### config.mk
export PLATFORM = sky130hd
export DESIGN_NAME = bkp_xfer_seq
export DESIGN_NICKNAME = d
export VERILOG_FILES = /design/src/rtl/bkp_xfer_pkg.sv /design/src/rtl/bkx_tick_gen.sv /design/src/rtl/bkx_slot_ctr.sv /design/src/rtl/bkp_xfer_seq.sv
export SDC_FILE = /design/constraint.sdc
export NUM_CORES = 1
export LEC_CHECK = 0
export BUFFER_PORTS_ARGS = -buffer_cell sky130_fd_sc_hd__buf_2
export CAP_MARGIN = 5
export CORE_UTILIZATION = 35
export CTS_CLUSTER_SIZE = 16
export DETAILED_ROUTE_END_ITERATION = 16
export PLACE_DENSITY = 0.63
export RECOVER_POWER = 100
export SLEW_MARGIN = 15
export SYNTH_ARGS = -nofsm -noshare
export SYNTH_HDL_FRONTEND = slang
export SYNTH_SLANG_ARGS = --single-unit
### constraint.sdc
create_clock -name clk -period 2.8 [get_ports clk]
set_input_delay 0 -clock clk [delete_from_list [all_inputs] [get_ports clk]]
set_output_delay 0 -clock clk [all_outputs]
set_load 0.02 [all_outputs]
### src/rtl/bkp_xfer_pkg.sv
`timescale 1ns/1ps
package bkp_xfer_pkg;
  localparam logic CFG_ADDR_CMD = 1'b0;
  localparam logic CFG_ADDR_DIV = 1'b1;
  localparam int   CMD_SAVE_BIT = 0;
  localparam int   CMD_RCL_BIT  = 1;

  typedef enum logic {
    DIR_RECALL = 1'b0,
    DIR_SAVE   = 1'b1
  } xfer_dir_e;
endpackage

### src/rtl/bkx_tick_gen.sv
`timescale 1ns/1ps
module bkx_tick_gen #(
  parameter int DIVW = 8
) (
  input  logic            clk,
  input  logic            rst_n,
  input  logic            start,
  input  logic            run,
  input  logic [DIVW-1:0] div_in,
  output logic            tick
);
  logic [DIVW-1:0] div_q, div_d;
  logic [DIVW-1:0] cnt_q, cnt_d;
  logic            ld_en;

  always_comb begin
    div_d = div_q;
    cnt_d = cnt_q;
    tick  = 1'b0;
    ld_en = 1'b0;
    if (start) begin
      ld_en = 1'b1;
      div_d = (div_in == '0) ? DIVW'(1) : div_in;
      cnt_d = '0;
    end else if (run) begin
      ld_en = 1'b1;
      if (cnt_q == div_q - DIVW'(1)) begin
        tick  = 1'b1;
        cnt_d = '0;
      end else begin
        cnt_d = cnt_q + DIVW'(1);
      end
    end
  end

  always_ff @(posedge clk or negedge rst_n) begin
    if (!rst_n) begin
      div_q <= DIVW'(1);
      cnt_q <= '0;
    end else if (ld_en) begin
      div_q <= div_d;
      cnt_q <= cnt_d;
    end
  end

  AST_CNT_IN_PERIOD: assert property (@(posedge clk) disable iff (!rst_n)
    run |-> (cnt_q < div_q));
  AST_DIV_NONZERO: assert property (@(posedge clk) disable iff (!rst_n)
    run |-> (div_q != '0));
endmodule

### src/rtl/bkx_slot_ctr.sv
`timescale 1ns/1ps
module bkx_slot_ctr #(
  parameter int NSLOTS = 13,
  parameter int SLOTW  = 4
) (
  input  logic             clk,
  input  logic             rst_n,
  input  logic             start,
  input  logic             tick,
  output logic [SLOTW-1:0] slot,
  output logic             last
);
  logic [SLOTW-1:0] idx_q, idx_d;
  logic             idx_en;

  always_comb begin
    last   = tick && (idx_q == SLOTW'(NSLOTS));
    idx_d  = idx_q;
    idx_en = 1'b0;
    if (start) begin
      idx_en = 1'b1;
      idx_d  = SLOTW'(1);
    end else if (tick && !last) begin
      idx_en = 1'b1;
      idx_d  = idx_q + SLOTW'(1);
    end
  end

  always_ff @(posedge clk or negedge rst_n) begin
    if (!rst_n) idx_q <= SLOTW'(1);
    else if (idx_en) idx_q <= idx_d;
  end

  assign slot = idx_q;

  AST_SLOT_STEP: assert property (@(posedge clk) disable iff (!rst_n)
    (tick && !last && !start) |=> (idx_q == $past(idx_q) + SLOTW'(1)));
  AST_SLOT_RANGE: assert property (@(posedge clk) disable iff (!rst_n)
    tick |-> (idx_q >= SLOTW'(1) && idx_q <= SLOTW'(NSLOTS)));
endmodule

### src/rtl/bkp_xfer_seq.sv
`timescale 1ns/1ps
module bkp_xfer_seq
  import bkp_xfer_pkg::*;
#(
  parameter int NSLOTS = 13,
  parameter int DW     = 8,
  parameter int DIVW   = 8,
  localparam int SLOTW = $clog2(NSLOTS + 1),
  localparam int IMGW  = NSLOTS * DW
) (
  input  logic             clk,
  input  logic             rst_n,
  input  logic             cfg_wr,
  input  logic             cfg_addr,
  input  logic [DIVW-1:0]  cfg_wdata,
  input  logic [IMGW-1:0]  main_img,
  input  logic [DW-1:0]    bk_rdata,
  output logic [DW-1:0]    bk_wdata,
  output logic [SLOTW-1:0] bk_slot,
  output logic             bk_dir,
  output logic             bk_stb,
  output logic             main_wr_en,
  output logic [SLOTW-1:0] main_wr_slot,
  output logic [DW-1:0]    main_wr_data,
  output logic [1:0]       cmd_bits,
  output logic             busy,
  output logic             done
);
  logic            busy_q, busy_d;
  xfer_dir_e       dir_q, dir_d;
  logic [1:0]      cmd_q, cmd_d;
  logic            done_q, done_d;
  logic [DIVW-1:0] div_q, div_d;
  logic            ctl_en, div_en;

  logic cmd_wr, div_wr, req_save, req_rcl, accept;
  logic tick, last;
  logic [SLOTW-1:0] slot;
  logic [DW-1:0] img_b [NSLOTS];

  assign cmd_wr   = cfg_wr && (cfg_addr == CFG_ADDR_CMD);
  assign div_wr   = cfg_wr && (cfg_addr == CFG_ADDR_DIV);
  assign req_save = cmd_wr && cfg_wdata[CMD_SAVE_BIT];
  assign req_rcl  = cmd_wr && cfg_wdata[CMD_RCL_BIT];
  assign accept   = !busy_q && (req_save || req_rcl);

  always_comb begin
    busy_d = busy_q;
    dir_d  = dir_q;
    cmd_d  = cmd_q;
    done_d = busy_q && last;
    ctl_en = 1'b1;
    div_en = div_wr;
    div_d  = cfg_wdata;
    if (accept) begin
      busy_d = 1'b1;
      dir_d  = req_save ? DIR_SAVE : DIR_RECALL;
      cmd_d  = req_save ? 2'b01 : 2'b10;
    end else if (busy_q && last) begin
      busy_d = 1'b0;
      cmd_d  = 2'b00;
    end
  end

  always_ff @(posedge clk or negedge rst_n) begin
    if (!rst_n) begin
      busy_q <= 1'b0;
      dir_q  <= DIR_RECALL;
      cmd_q  <= 2'b00;
      done_q <= 1'b0;
    end else if (ctl_en) begin
      busy_q <= busy_d;
      dir_q  <= dir_d;
      cmd_q  <= cmd_d;
      done_q <= done_d;
    end
  end

  always_ff @(posedge clk or negedge rst_n) begin
    if (!rst_n) div_q <= '0;
    else if (div_en) div_q <= div_d;
  end

  bkx_tick_gen #(.DIVW(DIVW)) u_tick (
    .clk(clk), .rst_n(rst_n), .start(accept), .run(busy_q),
    .div_in(div_q), .tick(tick)
  );

  bkx_slot_ctr #(.NSLOTS(NSLOTS), .SLOTW(SLOTW)) u_slot (
    .clk(clk), .rst_n(rst_n), .start(accept), .tick(tick),
    .slot(slot), .last(last)
  );

  for (genvar g = 0; g < NSLOTS; g++) begin : g_img
    assign img_b[g] = main_img[g*DW +: DW];
  end

  always_comb begin
    bk_wdata = '0;
    for (int i = 0; i < NSLOTS; i++) begin
      if (dir_q == DIR_SAVE && slot == SLOTW'(i + 1)) bk_wdata = img_b[i];
    end
  end

  assign bk_slot      = slot;
  assign bk_dir       = dir_q;
  assign bk_stb       = tick;
  assign main_wr_en   = tick && (dir_q == DIR_RECALL);
  assign main_wr_slot = slot;
  assign main_wr_data = bk_rdata;
  assign cmd_bits     = cmd_q;
  assign busy         = busy_q;
  assign done         = done_q;

  AST_STB_IN_BUSY: assert property (@(posedge clk) disable iff (!rst_n)
    bk_stb |-> busy);
  AST_START_FROM_WRITE: assert property (@(posedge clk) disable iff (!rst_n)
    $rose(busy) |-> $past(cmd_wr));
  AST_BUSY_IGNORES_CMD: assert property (@(posedge clk) disable iff (!rst_n)
    (busy && cmd_wr && !last) |=> (cmd_bits == $past(cmd_bits)));
  AST_SAVE_WINS: assert property (@(posedge clk) disable iff (!rst_n)
    (accept && req_save && req_rcl) |=> (cmd_bits == 2'b01 && bk_dir));
  AST_END_WITH_DONE: assert property (@(posedge clk) disable iff (!rst_n)
    $fell(busy) |-> done);
  AST_DONE_CLEAN: assert property (@(posedge clk) disable iff (!rst_n)
    done |-> (!busy && cmd_bits == 2'b00));
  AST_DONE_ONE_CYCLE: assert property (@(posedge clk) disable iff (!rst_n)
    done |=> !done);
  AST_WR_ONLY_RECALL: assert property (@(posedge clk) disable iff (!rst_n)
    main_wr_en |-> (!bk_dir && bk_stb));
endmodule

After elaboration in Yosys (flattened, before gate mapping)
Index checks and enable logic that the tools add are counted.
- bits in latches: 0
- output and inout port bits: 31
- register bits: 33
- RAM bits: 0
- memories: 0
- word-level logic and storage cells: 91
- bits in read-only memories: 0
- bitwise logic cells: 2
- multiplexer cells: 32
- multiply operators: 0
- magnitude comparators: 0
- add/subtract/negate cells: 3
- shift operators: 0
- div/mod/pow operators: 0
- reductions and logical operators: 32
- equal/unequal tests: 14
- operator list (operator ; number):
    $mux W8 ; 17
    $eq A4 B4 Y1 const B ; 6
    $logic_and A1 B1 Y1 ; 22
    $eq A4 B3 Y1 const B ; 4
    $mux W1 ; 10
    $add A8 B1 Y8 const B ; 1
    $eq A4 B2 Y1 const B ; 2
    $eq A8 B8 Y1 ; 1
    $logic_not A8 Y1 ; 1
    $mux W4 ; 2
    $sub A8 B1 Y8 const B ; 1
    $mux W2 ; 3
    $reduce_and A2 Y1 ; 3
    $reduce_bool A2 Y1 ; 3
    $add A4 B1 Y4 const B ; 1
    $eq A4 B1 Y1 const B ; 1
    $logic_not A1 Y1 ; 2
    $not A1 Y1 ; 2
    $logic_or A1 B1 Y1 ; 1

Depth between registers and ports, before layout
- depth after elaboration: 15
- gate-level depth with buffers: 11

By module
A second synthesis with hierarchy kept.
- cells, all modules: 367
- area, all modules: 3095.5 µm²
- modules (own cells, without submodules) (module ; times used ; cells an instance ; sequential area each (µm²) ; area an instance (µm²)):
    bkp_xfer_seq ; 1 ; 237 ; 325.3 ; 1776.7
    bkx_tick_gen ; 1 ; 106 ; 401.6 ; 1078.5
    bkx_slot_ctr ; 1 ; 24 ; 101.3 ; 240.2

Worst setup path after synthesis
No wires, ideal clock.
- kind: register to output
- start point: register u_slot.idx_q[0], in the netlist u_slot.slot[0]
- end point: output port bk_wdata[5]
- data arrival time: 2.643 ns
- path slack: 0.157 ns
- required time: 2.800 ns
- cell stages (with the launch flop): 11
- buffers on the path: 2
- path through: dfstp_2 > inv_1 > ha_1 > clkbuf_1 > nor2b_1 > clkbuf_1 > a221oi_1 > o32a_1 > nor4_1 > a311oi_1 > o31ai_1
- word-level cells in the longest chain between the ends: 15
- RTL lines (element ; RTL line ; RTL):
    start: declaration ; bkx_slot_ctr.sv:13 ; logic [SLOTW-1:0] idx_q, idx_d;
    start signal: assignment ; bkx_slot_ctr.sv:31 ; else if (idx_en) idx_q <= idx_d;
    $eq A4 B1 Y1 ; bkp_xfer_seq.sv:101 ; if (dir_q == DIR_SAVE && slot == SLOTW'(i + 1)) bk_wdata = img_b[i];
    $logic_and A1 B1 Y1 ; bkp_xfer_seq.sv:101 ;
    $mux W8 (12 in series) ; bkp_xfer_seq.sv:101 ;
    $mux W8 (*) ; bkp_xfer_seq.sv:101 ;
    end: declaration ; bkp_xfer_seq.sv:18 ; output logic [DW-1:0] bk_wdata,
Every way passes the cells marked *; elsewhere a longest branch is shown, timed or not.

Worst setup path after layout
- start point: register u_slot.idx_q[0], in the netlist u_slot.slot[0]
- end point: output port bk_wdata[7]
Same word-level chain as after synthesis.

==> metrics.txt <==
Overflow after GRT 0; number of synthesized flops with an enable pin 0; Worst Tran Pin Value 1.856 ns; highest fanout seen on the critical path 12; non-filler instance count after layout 648; sequential share of the synthesized area 26.07%; total via count in the routed design 3660; Slew Viols, Final 34; count of antenna-violating nets left after detailed routing 0; final setup fails 0; largest net degree at the start of global routing 34; class of the tightest hold or removal check in2out; total of flip-flops plus latches after synthesis 33; data arrival at the endpoint of the critical path 2.66 ns; highest metal layer used by the detailed router met4; pre-CTS worst setup slack 0.1797 ns; number of inserted diodes 0; worst-case setup margin in the final layout 0.1415 ns; number of antenna violations at the first check in global routing 0; Final #Nets 669; setup repair after global routing missed its margin no; core area 8763 µm²; Post-Route WL 10740 µm; crit share post-route 94.95%; all-layer global routing usage 21.76%; FF-to-FF path depth 7; yosys synthesis warning count 0; setup total negative slack 0 ns; violations in the final reports capacitance limit, slew limit; count of clock tree sinks 33; total number of H-tree levels 2; wire length on met3 642 µm; Final Hold Violating Endpoints 0; Yosys cell types 69; Layout Skew 0.002355 ns; initial standard-cell utilization of the core 36.25%; area of the mapped netlist 3177 µm²; 1st-pass router iterations 4; Design Area, Final 4080 µm²; die footprint 9461 µm²; width of the die 97.27 µm; hold depth 0; run status complete, but fails checks; synth-to-layout area growth 28.44%; Clock transition at path regs 0.07 ns; Vias/cell 5.648; Worst Path Required 2.80 ns; post-DP HPWL 8416 µm; VDD IR-drop max 374.1 µV; Row Count 34; clock tree from TritonCTS yes; Lkg Pwr 0.001850 µW; number of fillers in the final layout 903; R2R Path End u_tick.cnt_q[6]; number of remaining DRC errors 0; clock latency reported for the late side of the worst-skew pair 0.28 ns; number of global-route vias before repair 3472; source of the worst hold timing path bk_rdata[6]; CP Launch Point u_slot.slot[0]; PortBufs 138; mean area per synthesized cell 7.767 µm²; maximum buffer depth of the clock tree 2; Critical R2R Launch u_tick.div_q[0]; path type of the worst setup path reg2out; number of cells produced by synthesis 409; clock root buffer master sky130_fd_sc_hd__clkbuf_8; wire length on met2 5431 µm; Final GP Congestion 0.8680; Critical Path Sink Type output pin; die height 97.27 µm; most frequent standard cell in the layout excluding fill and tap cells sky130_fd_sc_hd__buf_2; post-layout min period 2.659 ns; startpoint type of the worst setup path flip-flop; setup slack, reg-to-reg 0.19 ns; sink of the worst hold path main_wr_data[6]; top_reg_cell synth sky130_fd_sc_hd__dfrtp_1; Async SR Flop Fraction 100.0%; first-pass GRT wire length 17040 µm; fraction of final layout cells with drive strength greater than 1 33.33%; M1 wire length 4528 µm; detailed-route wire length per cell 16.57 µm; pwr dens 786.2 nW/µm²; First DRT Iteration DRCs 156; I/O Pins 155; top library cells by usage in the layout, fill and taps aside sky130_fd_sc_hd__buf_2 (120), sky130_fd_sc_hd__nand2_1 (57), sky130_fd_sc_hd__dfrtp_1 (31); number of placed instances, taps included 630; max-cap violation count 1; number of buffers created by CTS 5; remaining max-slew budget at the tightest pin -23.70%; net count after synthesis 539; Post-Place Cell Area 3909 µm²; achievable frequency 376.1 MHz
-- registers in the layout, indices dropped and copies added, names as in the netlist --
name and count:
div_q 8, u_tick.cnt_q 8, u_tick.div_q 8, u_slot.slot 4, cmd_bits 2, bk_dir 1
busy 1, done 1
-- report_power, final --
part | leakage (µW) | internal (µW) | total, µW | switching (µW)
clock | 0.0000542 | 222 | 398 | 175
sequential | 0.000406 | 619 | 834 | 215
combinational | 0.00139 | 839 | 1980 | 1140
total | 0.00185 | 1680 | 3210 | 1530
-- critical path: stages (launching register included) --
cell	delay (ns)
sky130_fd_sc_hd__dfstp_2	0.58
sky130_fd_sc_hd__buf_4	0.12
sky130_fd_sc_hd__ha_2	0.30
sky130_fd_sc_hd__and4bb_2	0.38
sky130_fd_sc_hd__nand2b_1	0.08
sky130_fd_sc_hd__o311a_1	0.14
sky130_fd_sc_hd__a221o_1	0.33
sky130_fd_sc_hd__o2111ai_1	0.13
sky130_fd_sc_hd__a31oi_1	0.12
sky130_fd_sc_hd__clkbuf_2	0.18
-- synth_stat cells, types with 3 or more instances --
cell                        instances  area share, %
sky130_fd_sc_hd__o22ai_1            8            1.6
sky130_fd_sc_hd__o31ai_1            5            1.2
sky130_fd_sc_hd__dfrtp_1           31             24
sky130_fd_sc_hd__nand3b_1           5            1.2
sky130_fd_sc_hd__nand3_1           13            2.0
sky130_fd_sc_hd__and3_1             3           0.59
sky130_fd_sc_hd__a21oi_1           21            3.3
sky130_fd_sc_hd__or2_2              5           0.98
sky130_fd_sc_hd__mux2_2             8            2.8
sky130_fd_sc_hd__nand2b_1           6            1.2
sky130_fd_sc_hd__o311ai_0           4            1.1
sky130_fd_sc_hd__clkbuf_1          23            2.7
sky130_fd_sc_hd__and4b_1            5            1.6
sky130_fd_sc_hd__o2111ai_1          7            1.9
sky130_fd_sc_hd__nand4_1            6            1.2
sky130_fd_sc_hd__a221oi_1           5            1.4
sky130_fd_sc_hd__o21ai_0           25            3.9
sky130_fd_sc_hd__inv_1             13            1.5
sky130_fd_sc_hd__nor2_1            24            2.8
sky130_fd_sc_hd__nor3b_1            3           0.71
sky130_fd_sc_hd__nor3_1             4           0.63
sky130_fd_sc_hd__nand4b_1           6            1.7
sky130_fd_sc_hd__buf_4             12            2.8
sky130_fd_sc_hd__nand2_1           57            6.7
sky130_fd_sc_hd__xnor2_1            3           0.83
sky130_fd_sc_hd__nor2b_1            7            1.4
sky130_fd_sc_hd__xor2_1             7            1.9
sky130_fd_sc_hd__a22oi_1           12            2.8
sky130_fd_sc_hd__a22o_1             3           0.83
sky130_fd_sc_hd__nor4_1             4           0.79
sky130_fd_sc_hd__o211ai_1          15            3.5
sky130_fd_sc_hd__buf_2              6           0.95
sky130_fd_sc_hd__ha_1               6            2.4
-- kinds of logic after synthesis --
family	synth area share (%)
AOI/OAI and AO/OA	28.79
xor gates and xnor gates	2.757
adders and majority gates	2.363
buffers and inverters	8.744
DFF	26.07
muxes	2.836
and+or+nand+nor	28.44
-- per-layer routing --
metal	up-vias	track usage [%]
li1	1782	-
met1	1721	26.69
met2	147	40.20
met3	10	3.597
met4	0	3.846
met5	-	0
-- repair_timing --
action	in CTS	in global routing
endpoints found under the setup margin	0	6
endpoints found under the hold margin	38	0
hold buffers	8	0
resized for setup	0	8
setup buffers	0	2
-- through the flow --
| step | hold WS [ns] | total power (µW) | util (%) |
|---|---|---|---|
| floorplan | -0.2956 | 2234 | - |
| global placement | 0.0001367 | 2771 | 44.60 |
| detailed placement | 0.0001367 | 2799 | 44.60 |
| CTS | 0.0001367 | 3211 | 46.67 |
| global route | 0.00008406 | 3462 | 46.56 |
| finish | 0.00004353 | 3208 | 46.56 |
-- area by class of cell --
class                           instances  area (µm²)  share of cell area (%)
Tap cell                              108       135.1                   3.312
Sequential cell                        33       828.3                   20.30
Multi-Input combinational cell        320        2068                   50.69
Timing Repair Buffer                  166       898.4                   22.02
Clock buffer                            7       96.34                   2.361
Clock inverter                          1       5.005                  0.1227
Inverter                               13       48.80                   1.196
-- how the worst max path moves through the flow --
stage | end | slack [ns] | cells past startpoint
CTS | bk_wdata[3] | 0.04 | 7
detailed placement | u_tick.cnt_q[6] | 0.18 | 7
global placement | u_tick.cnt_q[6] | 0.29 | 7
finish | bk_wdata[7] | 0.14 | 9
floorplan | bk_wdata[5] | 0.16 | 10
global route | u_tick.cnt_q[6] | 0.005 | 7
Note: power is estimated with default switching activity, not from simulation.
